## src/rtl/mod_slot_iso_pkg.sv

```systemverilog
package mod_slot_iso_pkg;
    typedef enum logic {
        DIR_TO_LOCAL = 1'b0,
        DIR_TO_BP    = 1'b1
    } xfer_dir_e;

    localparam int DEF_N_DEV  = 6;
    localparam int DEF_ADDR_W = 5;
    localparam int DEF_DATA_W = 64;
endpackage

```

## src/rtl/slot_addr_match.sv

```systemverilog
module slot_addr_match #(
    parameter int ADDR_W = 5
) (
    input  logic [ADDR_W-1:0] slot_id,
    input  logic [ADDR_W-1:0] bd_addr,
    input  logic              bus_cyc,
    output logic              hit_own,
    output logic              hit_bcast
);
    localparam logic [ADDR_W-1:0] BCAST_ADDR = '1;

    always_comb begin
        hit_bcast = bus_cyc && (bd_addr == BCAST_ADDR);
        hit_own   = bus_cyc && !hit_bcast && (bd_addr == slot_id);
    end
endmodule

```

## src/rtl/dev_cs_decode.sv

```systemverilog
module dev_cs_decode #(
    parameter int N_DEV  = 6,
    parameter int DSEL_W = 3
) (
    input  logic              hit_own,
    input  logic              hit_bcast,
    input  logic              bus_wr,
    input  logic              all_mode,
    input  logic [DSEL_W-1:0] dev_field,
    output logic [N_DEV-1:0]  cs_next
);
    logic in_range;
    logic multi;
    logic single;

    always_comb begin
        in_range = int'(dev_field) < N_DEV;
        // a multi-device selection is only honoured on a write
        multi    = bus_wr && (hit_bcast || (hit_own && !in_range && all_mode));
        single   = hit_own && in_range;
    end

    for (genvar g = 0; g < N_DEV; g++) begin : g_cs
        assign cs_next[g] = multi || (single && (dev_field == DSEL_W'(g)));
    end
endmodule

```

## src/rtl/xcvr_ctl.sv

```systemverilog
module xcvr_ctl
    import mod_slot_iso_pkg::*;
#(
    parameter int DATA_W = 64
) (
    input  logic              sel,
    input  xfer_dir_e         dir,
    input  logic [DATA_W-1:0] bp_data_i,
    input  logic [DATA_W-1:0] loc_data_i,
    output logic [DATA_W-1:0] bp_data_o,
    output logic              bp_data_oe,
    output logic [DATA_W-1:0] loc_data_o,
    output logic              loc_data_oe
);
    always_comb begin
        bp_data_oe  = sel && (dir == DIR_TO_BP);
        loc_data_oe = sel && (dir == DIR_TO_LOCAL);
        bp_data_o   = bp_data_oe  ? loc_data_i : '0;
        loc_data_o  = loc_data_oe ? bp_data_i  : '0;
    end
endmodule

```

## src/rtl/mod_slot_iso.sv

```systemverilog
module mod_slot_iso
    import mod_slot_iso_pkg::*;
#(
    parameter int N_DEV  = DEF_N_DEV,
    parameter int ADDR_W = DEF_ADDR_W,
    parameter int DATA_W = DEF_DATA_W
) (
    input  logic              clk,
    input  logic              rst_n,
    input  logic [ADDR_W-1:0] slot_id,
    input  logic              all_mode,
    input  logic              bus_cyc,
    input  logic              bus_wr,
    input  logic [ADDR_W-1:0] bd_addr,
    input  logic [$clog2(N_DEV)-1:0] dev_field,
    input  logic [DATA_W-1:0] bp_data_i,
    output logic [DATA_W-1:0] bp_data_o,
    output logic              bp_data_oe,
    input  logic [DATA_W-1:0] loc_data_i,
    output logic [DATA_W-1:0] loc_data_o,
    output logic              loc_data_oe,
    input  logic              loc_req,
    output logic              loc_gnt,
    output logic [N_DEV-1:0]  dev_cs,
    output logic              xcvr_en,
    output logic              xcvr_dir_bp
);
    localparam int DSEL_W = $clog2(N_DEV);

    typedef struct packed {
        logic [N_DEV-1:0] cs;
        xfer_dir_e        dir;
        logic             gnt;
    } iso_state_t;

    iso_state_t st_d, st_q;
    logic             hit_own, hit_bcast;
    logic [N_DEV-1:0] cs_next;
    logic             sel_q;

    slot_addr_match #(.ADDR_W(ADDR_W)) u_match (
        .slot_id   (slot_id),
        .bd_addr   (bd_addr),
        .bus_cyc   (bus_cyc),
        .hit_own   (hit_own),
        .hit_bcast (hit_bcast)
    );

    dev_cs_decode #(.N_DEV(N_DEV), .DSEL_W(DSEL_W)) u_dec (
        .hit_own   (hit_own),
        .hit_bcast (hit_bcast),
        .bus_wr    (bus_wr),
        .all_mode  (all_mode),
        .dev_field (dev_field),
        .cs_next   (cs_next)
    );

    always_comb begin
        st_d     = st_q;
        st_d.cs  = cs_next;
        st_d.dir = bus_wr ? DIR_TO_LOCAL : DIR_TO_BP;
        // grant is cleared on the very edge that selection appears
        st_d.gnt = loc_req && (cs_next == '0);
    end

    always_ff @(posedge clk) begin
        if (!rst_n) begin
            st_q <= '{cs: '0, dir: DIR_TO_LOCAL, gnt: 1'b0};
        end else begin
            st_q <= st_d;
        end
    end

    assign sel_q       = |st_q.cs;
    assign dev_cs      = st_q.cs;
    assign loc_gnt     = st_q.gnt;
    assign xcvr_en     = sel_q;
    assign xcvr_dir_bp = sel_q && (st_q.dir == DIR_TO_BP);

    xcvr_ctl #(.DATA_W(DATA_W)) u_xcvr (
        .sel         (sel_q),
        .dir         (st_q.dir),
        .bp_data_i   (bp_data_i),
        .loc_data_i  (loc_data_i),
        .bp_data_o   (bp_data_o),
        .bp_data_oe  (bp_data_oe),
        .loc_data_o  (loc_data_o),
        .loc_data_oe (loc_data_oe)
    );

    p_grant_isolated_r9: assert property (@(posedge clk) disable iff (!rst_n)
        loc_gnt |-> !xcvr_en && !bp_data_oe && !loc_data_oe);

    p_read_single_r8: assert property (@(posedge clk) disable iff (!rst_n)
        bp_data_oe |-> $countones(dev_cs) == 1);

    p_idle_cycle_r10: assert property (@(posedge clk) disable iff (!rst_n)
        !bus_cyc |=> dev_cs == '0);

    p_one_direction_r6: assert property (@(posedge clk) disable iff (!rst_n)
        !(bp_data_oe && loc_data_oe));

    p_foreign_addr_r3: assert property (@(posedge clk) disable iff (!rst_n)
        (bd_addr != slot_id && bd_addr != '1) |=> !xcvr_en);

    p_write_dir_r6: assert property (@(posedge clk) disable iff (!rst_n)
        (bus_cyc && bus_wr) |=> !bp_data_oe);
endmodule

```

## config.mk

```make
export PLATFORM = sky130hd
export DESIGN_NAME = mod_slot_iso
export DESIGN_NICKNAME = d
export VERILOG_FILES = /design/src/rtl/mod_slot_iso_pkg.sv /design/src/rtl/slot_addr_match.sv /design/src/rtl/dev_cs_decode.sv /design/src/rtl/xcvr_ctl.sv /design/src/rtl/mod_slot_iso.sv
export SDC_FILE = /design/constraint.sdc
export NUM_CORES = 1
export LEC_CHECK = 0
export BUFFER_PORTS_ARGS = -buffer_cell sky130_fd_sc_hd__clkbuf_2
export CORE_AREA = 2 2 111 113
export CTS_CLUSTER_DIAMETER = 30
export CTS_CLUSTER_SIZE = 20
export DETAILED_ROUTE_END_ITERATION = 12
export DIE_AREA = 0 0 113 115
export HOLD_SLACK_MARGIN = 0.02
export PLACE_DENSITY = 0.58
export SLEW_MARGIN = 20
export SYNTH_ARGS = -nofsm -noshare
export SYNTH_HDL_FRONTEND = slang
export SYNTH_HIERARCHICAL = 1
export SYNTH_SLANG_ARGS = --single-unit
```

## constraint.sdc

```tcl
create_clock -name clk -period 6.03 [get_ports clk]
set_clock_uncertainty 0.2 [all_clocks]
set_input_delay 1.206 -clock clk [delete_from_list [all_inputs] [get_ports clk]]
set_output_delay 1.206 -clock clk [all_outputs]
set_load 0.05 [all_outputs]
```

After elaboration in Yosys (flattened, before gate mapping):

Cells that the tools add are included.

* eq/ne operators: 7
* reductions and logical operators: 28
* magnitude comparators: 1
* bitwise operators: 1
* mux-type cells: 3

Operators by type and width (count)
* $mux W64: 2
* $logic_and A1 B1 Y1: 16
* $logic_or A1 B1 Y1: 7
* $eq A3 B2 Y1 const B: 2
* $eq A3 B3 Y1 const B: 2
* $logic_not A6 Y1: 1
* $reduce_or A6 Y1: 1
* $eq A5 B5 Y1: 1
* $eq A5 B5 Y1 const B: 1
* $eq A3 B1 Y1 const B: 1
* $logic_not A3 Y1: 1
* $lt A3 B3 Y1 const B: 1
* $logic_not A1 Y1: 2
* $mux W1: 1
* $not A1 Y1: 1

* register bits after elaboration: 8
* bits of input ports: 147

Logic depth before layout (Yosys ltp):

* depth after elaboration: 12
* depth in mapped cells: 7
* mapped depth without buffers: 7

Hierarchy:

The synthesis kept the hierarchy.

By module, submodules not included
* xcvr_ctl: area each 1207.4 um^2, seq. area each 0.0 um^2, cells each 158, times used 1
* mod_slot_iso: area each 299.0 um^2, seq. area each 160.2 um^2, cells each 28, times used 1
* dev_cs_decode: area each 103.8 um^2, seq. area each 0.0 um^2, cells each 14, times used 1
* slot_addr_match: area each 81.3 um^2, seq. area each 0.0 um^2, cells each 11, times used 1

Least setup slack after synthesis:

Ideal clock, no wire load.

* kind: reg2out
* from: register st_q (netlist bit dev_cs[1])
* to: output port loc_data_o[19]
* path slack: 2845 ps
* required time: 4624 ps
* stages on the path, launching flop included: 6
* arrival: 1779 ps
* cell sequence: dfxtp_1 -> nor4_1 -> nand2_1 -> buf_4 -> buf_4 -> and3b_1

* longest elaborated chain between the ends: 3

RTL lines
* start, declared: RTL line mod_slot_iso.sv:36 `iso_state_t st_d, st_q;`
* start signal, assigned: RTL line mod_slot_iso.sv:68 `st_q <= '{cs: '0, dir: DIR_TO_LOCAL, gnt: 1'b0};`
* start signal, assigned: RTL line mod_slot_iso.sv:70 `st_q <= st_d;`
* $reduce_or A6 Y1: RTL line mod_slot_iso.sv:74 `assign sel_q = |st_q.cs;`
* named net xcvr_en: RTL line mod_slot_iso.sv:25 `output logic xcvr_en,`
* $logic_and A1 B1 Y1: RTL line xcvr_ctl.sv:17 `loc_data_oe = sel && (dir == DIR_TO_LOCAL);`
* $mux W64: RTL line xcvr_ctl.sv:19 `loc_data_o = loc_data_oe ? bp_data_i : '0;`
* end, declared: RTL line mod_slot_iso.sv:20 `output logic [DATA_W-1:0] loc_data_o,`

The timed path passes the listed nets, and every way through them passes these cells.

Worst setup path after layout:

* from: register st_q (netlist bit dev_cs[1])
* to: output port loc_data_o[48]

* longest elaborated chain between the ends: 3

RTL lines (RTL line)
* $reduce_or A6 Y1: mod_slot_iso.sv:74
* $logic_and A1 B1 Y1: xcvr_ctl.sv:17
* $mux W64: xcvr_ctl.sv:19

No other way between the ends.

==> impl_metrics.toml <==
[outcome]
status = "finished, violations left"
violations = "design-rule violations"

[worst_setup_path]
cp_top_family = "simple AND/OR/NAND/NOR gates"
criticalPathCategory = "flip-flop to output port"
critPathMaxStageDelay_ns = 0.65
critPathArrivalTime_ns = 2.48
path_buf_inv = 1
worstSetupEndpointType = "output port"
crit_slowest_cell = "nand2_4"
cp_cell_sequence = "nor4_1, nand2_4, and3b_1, clkbuf_2"
crit_path_start_kind = "flip-flop"
cp_max_fo = 131
required_ns = 4.62

[drt]
first_iter_violations = 131
drt-wirelength-per-cell_um = 14.0
ant_nets = 0
totalWireLength_um = 8580
vias_per_cell = 4.09
drc_errors = 20
num_vias = 2508
dr.pass1.iters = 8

[place]
gp_congestion = 0.763
hpwl_um = 7010
port_buffers = 285

[global_routing]
grt_remaining_overflow = 0
track_usage = 0.114
grt_pass1_wl_um = 11800
antenna_found_initial = 0
grt_pass1_vias = 2275
grt_max_degree = 132

[cts]
cts_root_buf = "clkbuf_16"
numCtsBuffers = 3
htree_levels = 1
cts.reportedPaths.clkPinSlew_ns = 0.03
ctsResizeCount = 0
tritoncts = "done"
cts_hold_buf = 0
cts_setup_buffers = 0
clk_path_buf_depth = 2
clkSinkCount = 8

[yosys]
synthTopCellsByArea = "and3b_1 (33%), and3_1 (24%), dfxtp_1 (9.5%)"
synth-seq-area-share = 0.0947
postSynthCellCount = 211
syn_nets = 358
syn_avg_cell_area_um2 = 8.02
yosys_warnings = 6
yosysUniqueCellTypes = 27
synth-seq-cells = 8
yosysTopAreaCellShare = 0.331
synth_area_mm2 = 0.00169
yosysTopAreaCell = "and3b_1"

[die]
start_util = 0.143
die_area_mm2 = 0.0130
core-area_mm2 = 0.0118
ioPinCount = 286
die_h_um = 115
rows = 40
fp.dieW_um = 113

[timing]
fmax_mhz = 257
setup_viol = 0
worst-slew-pin-transition_ns = 0.964
finalHoldViolCount = 0
timing.final.crit_share = 0.645
maxSlewViolCount = 0
hold_slack_ns = 0.948
slew_headroom = 0.357
rsz0062_at_grt = "no"
setup_tns_ns = 0
period_needed_ns = 3.89

[power_and_ir_drop]
power.static_leakage_nw = 2.29
ir_drop_v = 0.000125
power_density_mw_per_mm2 = 93.5

[layout]
final_util = 0.264
final_cell_mix = "clkbuf_2 (285), and3b_1 (64), and3_1 (64), and2_1 (7), dfxtp_1 (7)"
final_nets = 615
regArea_um2 = 161
multi_input_area_mm2 = 0.00126
layout_commonest_cell = "clkbuf_2"
areaGrowthSynthToFinish_pct = 84.1
n_antenna_cell = 0
drive_gt1_frac = 0.633
nFillCells = 1337

[min_path]
hold_class = "primary input to flip-flop"

[job]
maxCapViolCount = 0
-- stage by stage --
| step | power [mW] | cells | setup slack (ns) | area, um^2 |
|---|---|---|---|---|
| 6_report | 0.291 | 613 | 2.14 | 3110 |
| 5_1_grt | 0.307 | 613 | 1.98 | 3110 |
| 4_1_cts | 0.294 | 613 | 2.12 | 3110 |
| 3_5_place_dp | 0.183 | 610 | 2.42 | 3040 |
| 3_3_place_gp | 0.183 | 610 | 2.45 | 3040 |
| 2_1_floorplan | 0.130 | 211 | 2.84 | 1690 |
-- sequential cells by signal, indices dropped and copies added, names as in the netlist --
register and flops:
loc_gnt 1, st_q 1, dev_cs 6
-- per-layer routing --
metal,GRT usage,share of wire
met4,0.0171,0.0044
met1,0.131,0.40
met3,0.0285,0.10
met5,0,0
met2,0.218,0.50
-- Yosys cell counts (all sizes together) --
cell / count
a21boi: 1
a41oi: 1
and2: 8
and3: 64
and3b: 64
buf: 30
clkbuf: 4
dfxtp: 8
inv: 1
nand2: 3
nand3: 1
nand4: 1
nand4b: 2
nand4bb: 3
nor2: 2
nor2b: 2
nor4: 3
o21ai: 6
or4: 1
or4b: 1
xnor2: 3
xor2: 2
-- worst paths after layout --
kind	startpoint	endpoint	slack, ns	cells after the start
max	dev_cs[1]	loc_data_o[48]	2.14	4
min	bus_wr	st_q[1]	0.95	2
-- power by group --
| group | internal (mW) | total, mW | leakage (nW) | switching, mW |
|---|---|---|---|---|
| clock network | 0.0853 | 0.109 | 0.0370 | 0.0241 |
| logic | 0.0529 | 0.123 | 2.18 | 0.0699 |
| registers | 0.0543 | 0.0590 | 0.0653 | 0.00464 |
| total | 0.192 | 0.291 | 2.29 | 0.0986 |
-- cells by family after synthesis --
logic type | Yosys count | share of synthesized area
compound gates | 8 | 0.0274
xor+xnor | 5 | 0.0259
buf+inv | 35 | 0.167
flops | 8 | 0.0947
simple gates | 155 | 0.685
-- cell type report --
type	count	area share
sequential	8	0.0518
timing repair buffer	286	0.460
clock buffer	3	0.0241
multi-input combinational	168	0.403
inverter	1	0.00121
tap	147	0.0591
Note: power is estimated with default switching activity, not from simulation.
